==> config.mk <==
export PLATFORM = sky130hd
export DESIGN_NAME = pccard_lane_steer
export DESIGN_NICKNAME = d
export VERILOG_FILES = /design/src/rtl/lane_pkg.sv /design/src/rtl/lane_decode.sv /design/src/rtl/lane_rd_mux.sv /design/src/rtl/lane_wr_steer.sv /design/src/rtl/pccard_lane_steer.sv
export SDC_FILE = /design/constraint.sdc
export NUM_CORES = 1
export LEC_CHECK = 0
export CAP_MARGIN = 20
export CORE_MARGIN = 4
export CORE_UTILIZATION = 24
export DETAILED_ROUTE_END_ITERATION = 8
export GPL_TIMING_DRIVEN = 1
export PLACE_DENSITY = 0.91
export SLEW_MARGIN = 20
export SYNTH_ARGS = -nofsm -noshare
export SYNTH_HDL_FRONTEND = slang
export SYNTH_SLANG_ARGS = --single-unit
==> constraint.sdc <==
create_clock -name vclk -period 2.85
set_clock_uncertainty 0.15 [all_clocks]
set_input_delay 0.57 -clock vclk [all_inputs]
set_output_delay 0.57 -clock vclk [all_outputs]
set_load 0.02 [all_outputs]
==> src/rtl/lane_pkg.sv <==
package lane_pkg;

   typedef enum logic [2:0] {
      MODE_IDLE      = 3'd0,
      MODE_BYTE_EVEN = 3'd1,
      MODE_BYTE_ODD  = 3'd2,
      MODE_WORD      = 3'd3,
      MODE_ODD_ONLY  = 3'd4
   } lane_mode_e;

   typedef struct packed {
      lane_mode_e mode;
      logic       rd_en;
      logic       wr_en;
      logic       attr;
   } lane_ctl_t;

endpackage

==> src/rtl/lane_decode.sv <==
module lane_decode
   import lane_pkg::*;
(
   input  logic      ce1_n,
   input  logic      ce2_n,
   input  logic      a0,
   input  logic      oe_n,
   input  logic      we_n,
   input  logic      reg_n,
   output lane_ctl_t ctl
);

   lane_mode_e mode;
   logic       active;

   always_comb begin
      unique case ({ce2_n, ce1_n})
         2'b11:   mode = MODE_IDLE;
         2'b10:   mode = a0 ? MODE_BYTE_ODD : MODE_BYTE_EVEN;
         2'b00:   mode = MODE_WORD;
         default: mode = MODE_ODD_ONLY;
      endcase
   end

   assign active    = (mode != MODE_IDLE);
   assign ctl.mode  = mode;
   // a low write strobe wins over a low read strobe
   assign ctl.wr_en = active & ~we_n;
   assign ctl.rd_en = active & ~oe_n & we_n;
   assign ctl.attr  = ~reg_n;

endmodule

==> src/rtl/lane_rd_mux.sv <==
module lane_rd_mux
   import lane_pkg::*;
#(
   parameter int LANE_W        = 8,
   parameter bit ATTR_ODD_MASK = 1'b1,
   localparam int DATA_W       = 2 * LANE_W
)(
   input  lane_ctl_t         ctl,
   input  logic [DATA_W-1:0] arr_rdata,
   output logic [DATA_W-1:0] host_dout,
   output logic [1:0]        host_doe
);

   logic odd_ok;

   generate
      if (ATTR_ODD_MASK) begin : g_mask
         assign odd_ok = ~ctl.attr;
      end else begin : g_nomask
         assign odd_ok = 1'b1;
      end
   endgenerate

   logic [LANE_W-1:0] even_b, odd_b;
   assign even_b = arr_rdata[LANE_W-1:0];
   assign odd_b  = arr_rdata[DATA_W-1:LANE_W];

   always_comb begin
      host_doe  = 2'b00;
      host_dout = '0;
      if (ctl.rd_en) begin
         unique case (ctl.mode)
            MODE_BYTE_EVEN: begin
               host_doe[0]              = 1'b1;
               host_dout[LANE_W-1:0]    = even_b;
            end
            MODE_BYTE_ODD: begin
               host_doe[0]              = odd_ok;
               host_dout[LANE_W-1:0]    = odd_ok ? odd_b : '0;
            end
            MODE_WORD: begin
               host_doe[0]              = 1'b1;
               host_dout[LANE_W-1:0]    = even_b;
               host_doe[1]              = odd_ok;
               host_dout[DATA_W-1:LANE_W] = odd_ok ? odd_b : '0;
            end
            MODE_ODD_ONLY: begin
               host_doe[1]              = odd_ok;
               host_dout[DATA_W-1:LANE_W] = odd_ok ? odd_b : '0;
            end
            default: ;
         endcase
      end
   end


   always_comb begin
      if (ATTR_ODD_MASK && ctl.attr && ctl.mode == MODE_BYTE_ODD)
         attr_low_odd_chk: assert (host_doe == 2'b00)
            else $error("attribute odd byte returned on low lane");
   end

endmodule

==> src/rtl/lane_wr_steer.sv <==
module lane_wr_steer
   import lane_pkg::*;
#(
   parameter int LANE_W        = 8,
   parameter bit ATTR_ODD_MASK = 1'b1,
   localparam int DATA_W       = 2 * LANE_W
)(
   input  lane_ctl_t         ctl,
   input  logic [DATA_W-1:0] host_din,
   output logic [DATA_W-1:0] arr_wdata,
   output logic [1:0]        arr_wr_be
);

   logic odd_ok;

   generate
      if (ATTR_ODD_MASK) begin : g_mask
         assign odd_ok = ~ctl.attr;
      end else begin : g_nomask
         assign odd_ok = 1'b1;
      end
   endgenerate

   logic [LANE_W-1:0] lo_b, hi_b;
   assign lo_b = host_din[LANE_W-1:0];
   assign hi_b = host_din[DATA_W-1:LANE_W];

   always_comb begin
      arr_wr_be = 2'b00;
      arr_wdata = {lo_b, lo_b};
      if (ctl.wr_en) begin
         unique case (ctl.mode)
            MODE_BYTE_EVEN: arr_wr_be = 2'b01;
            MODE_BYTE_ODD:  arr_wr_be = {odd_ok, 1'b0};
            MODE_WORD: begin
               arr_wr_be = {odd_ok, 1'b1};
               arr_wdata = host_din;
            end
            MODE_ODD_ONLY: begin
               arr_wr_be = {odd_ok, 1'b0};
               arr_wdata = {hi_b, hi_b};
            end
            default: ;
         endcase
      end
   end


   always_comb begin
      if (arr_wr_be == 2'b10)
         odd_dup_chk: assert (arr_wdata[LANE_W-1:0] == arr_wdata[DATA_W-1:LANE_W])
            else $error("odd byte write not duplicated");
   end

endmodule

==> src/rtl/pccard_lane_steer.sv <==
module pccard_lane_steer
   import lane_pkg::*;
#(
   parameter int ADDR_W        = 26,
   parameter int LANE_W        = 8,
   parameter bit ATTR_ODD_MASK = 1'b1,
   localparam int DATA_W       = 2 * LANE_W,
   localparam int WADDR_W      = ADDR_W - 1
)(
   input  logic [ADDR_W-1:0]  host_addr,
   input  logic               host_ce1_n,
   input  logic               host_ce2_n,
   input  logic               host_oe_n,
   input  logic               host_we_n,
   input  logic               host_reg_n,
   input  logic [DATA_W-1:0]  host_din,
   output logic [DATA_W-1:0]  host_dout,
   output logic [1:0]         host_doe,
   output logic [WADDR_W-1:0] arr_addr,
   output logic               arr_attr,
   output logic               arr_rd,
   output logic [1:0]         arr_wr_be,
   output logic [DATA_W-1:0]  arr_wdata,
   input  logic [DATA_W-1:0]  arr_rdata
);

   generate
      if (ADDR_W < 2) begin : g_bad_addr
         $error("ADDR_W must be at least 2");
      end
      if (LANE_W < 1) begin : g_bad_lane
         $error("LANE_W must be at least 1");
      end
   endgenerate

   lane_ctl_t ctl;

   lane_decode u_dec (
      .ce1_n (host_ce1_n),
      .ce2_n (host_ce2_n),
      .a0    (host_addr[0]),
      .oe_n  (host_oe_n),
      .we_n  (host_we_n),
      .reg_n (host_reg_n),
      .ctl   (ctl)
   );

   lane_rd_mux #(.LANE_W(LANE_W), .ATTR_ODD_MASK(ATTR_ODD_MASK)) u_rd (
      .ctl       (ctl),
      .arr_rdata (arr_rdata),
      .host_dout (host_dout),
      .host_doe  (host_doe)
   );

   lane_wr_steer #(.LANE_W(LANE_W), .ATTR_ODD_MASK(ATTR_ODD_MASK)) u_wr (
      .ctl       (ctl),
      .host_din  (host_din),
      .arr_wdata (arr_wdata),
      .arr_wr_be (arr_wr_be)
   );

   assign arr_addr = host_addr[ADDR_W-1:1];
   assign arr_attr = ctl.attr;
   assign arr_rd   = ctl.rd_en;


   always_comb begin
      if (host_ce1_n && host_ce2_n)
         standby_quiet_chk: assert (host_doe == 2'b00 && arr_wr_be == 2'b00)
            else $error("activity in standby");
   end


   always_comb begin
      if (!host_we_n)
         no_contention_chk: assert (host_doe == 2'b00)
            else $error("host lanes driven during write");
   end


   always_comb begin
      if (ATTR_ODD_MASK && !host_reg_n)
         attr_odd_wr_chk: assert (!arr_wr_be[1])
            else $error("odd attribute byte written");
   end


   always_comb begin
      if (host_ce1_n && !host_ce2_n)
         odd_only_lane_chk: assert (!host_doe[0] && !arr_wr_be[0])
            else $error("low lane used in odd-only access");
   end

endmodule

==> report_table.html <==
<table>
<tr><th>Metric</th><th>Value</th></tr>
<tr><th colspan="2">Synth</th></tr>
<tr><td>Top cell type's share of synthesized area</td><td>26.0%</td></tr>
<tr><td>Post-Synthesis Net Count</td><td>156</td></tr>
<tr><td>Most instantiated library cell after synthesis</td><td>sky130_fd_sc_hd__buf_4</td></tr>
<tr><td>Mapped Cells</td><td>93</td></tr>
<tr><td>Yosys warns</td><td>0</td></tr>
<tr><td>Most area-consuming cells after synthesis</td><td>sky130_fd_sc_hd__buf_4 26%, sky130_fd_sc_hd__mux2_2 23%, sky130_fd_sc_hd__a21bo_2 11%</td></tr>
<tr><td>Commonest cells post-synth</td><td>25 x sky130_fd_sc_hd__buf_4, 15 x sky130_fd_sc_hd__mux2_2, 9 x sky130_fd_sc_hd__a21oi_1</td></tr>
<tr><td>Post-synthesis cell type count</td><td>19</td></tr>
<tr><td>Sequential-to-total area share from yosys stat</td><td>0%</td></tr>
<tr><td>Area of the mapped netlist</td><td>722 um2</td></tr>
<tr><td>Mean post-synth cell area</td><td>about 7.8 um2</td></tr>
<tr><td>Dominant cell type by area after synthesis</td><td>sky130_fd_sc_hd__buf_4</td></tr>
<tr><th colspan="2">STA</th></tr>
<tr><td>Highest clock frequency the design can meet</td><td>369 MHz</td></tr>
<tr><td>Portion of the clock cycle consumed by the worst path in the final layout</td><td>95.2%</td></tr>
<tr><td>Final count of pins violating max slew</td><td>0</td></tr>
<tr><td>Final period demand of the worst path</td><td>2.71 ns</td></tr>
<tr><td>Hold Vio Cnt, Final</td><td>0</td></tr>
<tr><td>Endpoints failing setup</td><td>0</td></tr>
<tr><td>Post-route worst hold slack</td><td>0.990 ns</td></tr>
<tr><td>Worst Setup Slack, final</td><td>0.136 ns</td></tr>
<tr><td>Worst-margin pin slew</td><td>0.226 ns</td></tr>
<tr><td>Slew margin rel.</td><td>84.8%</td></tr>
<tr><td>RSZ-0062 raised after global routing</td><td>false</td></tr>
<tr><th colspan="2">Global route</th></tr>
<tr><td>Aggregate global routing overflow</td><td>0</td></tr>
<tr><td>Antenna violations before repair</td><td>0</td></tr>
<tr><td>Global-route wire length before repair</td><td>approximately 4500 um</td></tr>
<tr><td>Vias in the first global route</td><td>934</td></tr>
<tr><td>Total track usage</td><td>13.6%</td></tr>
<tr><td>Pin count of the biggest net entering global routing</td><td>21</td></tr>
<tr><th colspan="2">Worst hold path</th></tr>
<tr><td>Path type of the worst min-delay path</td><td>in2out</td></tr>
<tr><th colspan="2">Finish</th></tr>
<tr><td>Layout cells sized above 1</td><td>between 30% and 40%</td></tr>
<tr><td>Synthesis-to-layout area growth</td><td>90.6%</td></tr>
<tr><td>Layout Nets</td><td>210</td></tr>
<tr><td>Sequential cell area</td><td>0 um2</td></tr>
<tr><td>Number of antenna cells inserted</td><td>0</td></tr>
<tr><td>Count of flip-flops and latches</td><td>0</td></tr>
<tr><td>Post-route design area</td><td>1380 um2</td></tr>
<tr><td>Fillers</td><td>288</td></tr>
<tr><td>Clock buffers</td><td>0</td></tr>
<tr><td>Non-Filler Instances</td><td>~180</td></tr>
<tr><th colspan="2">Critical path</th></tr>
<tr><td>Slowest stage delay, CP</td><td>0.59 ns</td></tr>
<tr><td>CP Cell Sequence</td><td>clkdlybuf4s50_1 &gt; buf_4 &gt; inv_1 &gt; buf_4 &gt; clkdlybuf4s50_1</td></tr>
<tr><td>Sort of element at the start of the critical path</td><td>primary input</td></tr>
<tr><td>Data arrival time of the worst path</td><td>1.99 ns</td></tr>
<tr><td>Critical setup path kind</td><td>in2out</td></tr>
<tr><td>Slowest cell on crit path</td><td>sky130_fd_sc_hd__clkdlybuf4s50_1</td></tr>
<tr><td>Nature of the critical path endpoint</td><td>output pin</td></tr>
<tr><td>Worst Path Required</td><td>2.13 ns</td></tr>
<tr><td>Critical path peak fanout</td><td>9</td></tr>
<tr><th colspan="2">Place</th></tr>
<tr><td>Worst slack at placement</td><td>-0.361 ns</td></tr>
<tr><td>Instance area after placement</td><td>about 1400 um2</td></tr>
<tr><td>IO Port Bufs</td><td>76</td></tr>
<tr><td>Cell total after placement</td><td>approximately 180</td></tr>
<tr><td>HPWL Detailed</td><td>2360 um</td></tr>
<tr><td>GP Congestion</td><td>0.751</td></tr>
<tr><th colspan="2">Pwr</th></tr>
<tr><td>Peak supply drop</td><td>0.0000495 V</td></tr>
<tr><td>Leakage dissipation</td><td>0.000607 uW</td></tr>
<tr><td>Power density relative to cell area</td><td>143 nW/um2</td></tr>
<tr><th colspan="2">Routing</th></tr>
<tr><td>Violation count after the first detailed-routing iteration</td><td>14</td></tr>
<tr><td>Antenna Violating Nets Remaining</td><td>0</td></tr>
<tr><td>Routed length per instance</td><td>15.7 um</td></tr>
<tr><td>Via-per-instance ratio</td><td>4.89</td></tr>
<tr><td>Post-detailed-route DRC marker count</td><td>0</td></tr>
<tr><td>Count of TritonRoute iterations in the first routing pass</td><td>4</td></tr>
<tr><td>Total length of routed met3 wires</td><td>205 um</td></tr>
<tr><td>Highest routing layer actually used</td><td>met4</td></tr>
<tr><td>Detailed-route wire length</td><td>2760 um</td></tr>
<tr><td>Routed metal-1 wire length</td><td>943 um</td></tr>
<tr><td>Routed wl met2</td><td>about 1600 um</td></tr>
<tr><td>Total number of vias</td><td>860</td></tr>
<tr><th colspan="2">Floorplan</th></tr>
<tr><td>Chip Height</td><td>62.8 um</td></tr>
<tr><td>Row cnt</td><td>19</td></tr>
<tr><td>Ports placed on the boundary</td><td>126</td></tr>
<tr><td>Core footprint</td><td>2810 um2</td></tr>
<tr><td>Effective utilization at floorplan</td><td>25.7%</td></tr>
<tr><td>Die Footprint</td><td>3950 um2</td></tr>
<tr><td>Die width</td><td>62.8 um</td></tr>
<tr><th colspan="2">Run</th></tr>
<tr><td>Number of max-capacitance violations reported</td><td>0</td></tr>
<tr><th colspan="2">Run status</th></tr>
<tr><td>Result of the run</td><td>completed</td></tr>
<tr><th colspan="2">Clock tree</th></tr>
<tr><td>Hold buffer count at CTS</td><td>0</td></tr>
</table>
stage by stage:
step	total power [uW]	setup TNS (ns)	util, %
floorplan	142	0	-
global placement	210	-9.24	49.9
detailed placement	217	-9.99	49.9
CTS	200	0	49.0
global route	211	0	49.1
finish	197	0	49.1
cell usage in the layout, fill, tap and decap left out, drive strengths merged:
cell,netlist,layout
clkdlybuf4s50,0,37
dlygate4sd2,0,30
mux2,16,16
buf,32,10
a21oi,9,9
and2,8,8
a21bo,8,8
nand4,8,8
clkdlybuf4s15,0,8
a211oi,2,2
nand2b,2,2
nor2,1,1
nor3b,1,1
nor4bb,1,1
or3b,1,1
inv,1,1
a31oi,1,1
dlymetal6s2s,0,1
layer usage:
layer / track usage (%) / up-vias
met1: 13.4 / 402
met4: 2.20 / 0
met3: 3.42 / 6
met5: 0 / -
li1: - / 411
met2: 28.2 / 41
cell families (layout without fill, tap and decap cells):
logic type	Yosys count	after routing	synth area share, %
and+or+nand+nor	22	22	21.7
AOI/OAI and AO/OA	20	20	20.3
buffers and inverters	35	87	33.1
muxes	16	16	25.0
worst max-delay path, delay by kind of cell:
kind	cells	cell delay (ns)
buffers and inverters	5	1.42
report_power, final:
| part | internal (uW) | switching, uW | total (uW) |
|---|---|---|---|
| clock | 0 | 0 | 0 |
| sequential | 0 | 0 | 0 |
| combinational | 112 | 84.9 | 197 |
repair_timing:
item	in CTS	in global routing
resized for setup	55	1
setup endpoints to repair	37	1
setup buffers	0	0
cell type report:
type	count	area [um2]	area share [%]
well taps	31	38.8	2.82
inverters	1	3.75	0.273
multi-input cells	58	485	35.3
repair buffers	86	848	61.6
worst paths after layout:
kind                          start            to  slack, ns  cells past startpoint
worst min-delay path  host_addr[15]  arr_addr[14]       0.99                      0
worst max-delay path     host_reg_n      arr_attr       0.14                      5
(Power assumes the default switching activity.)
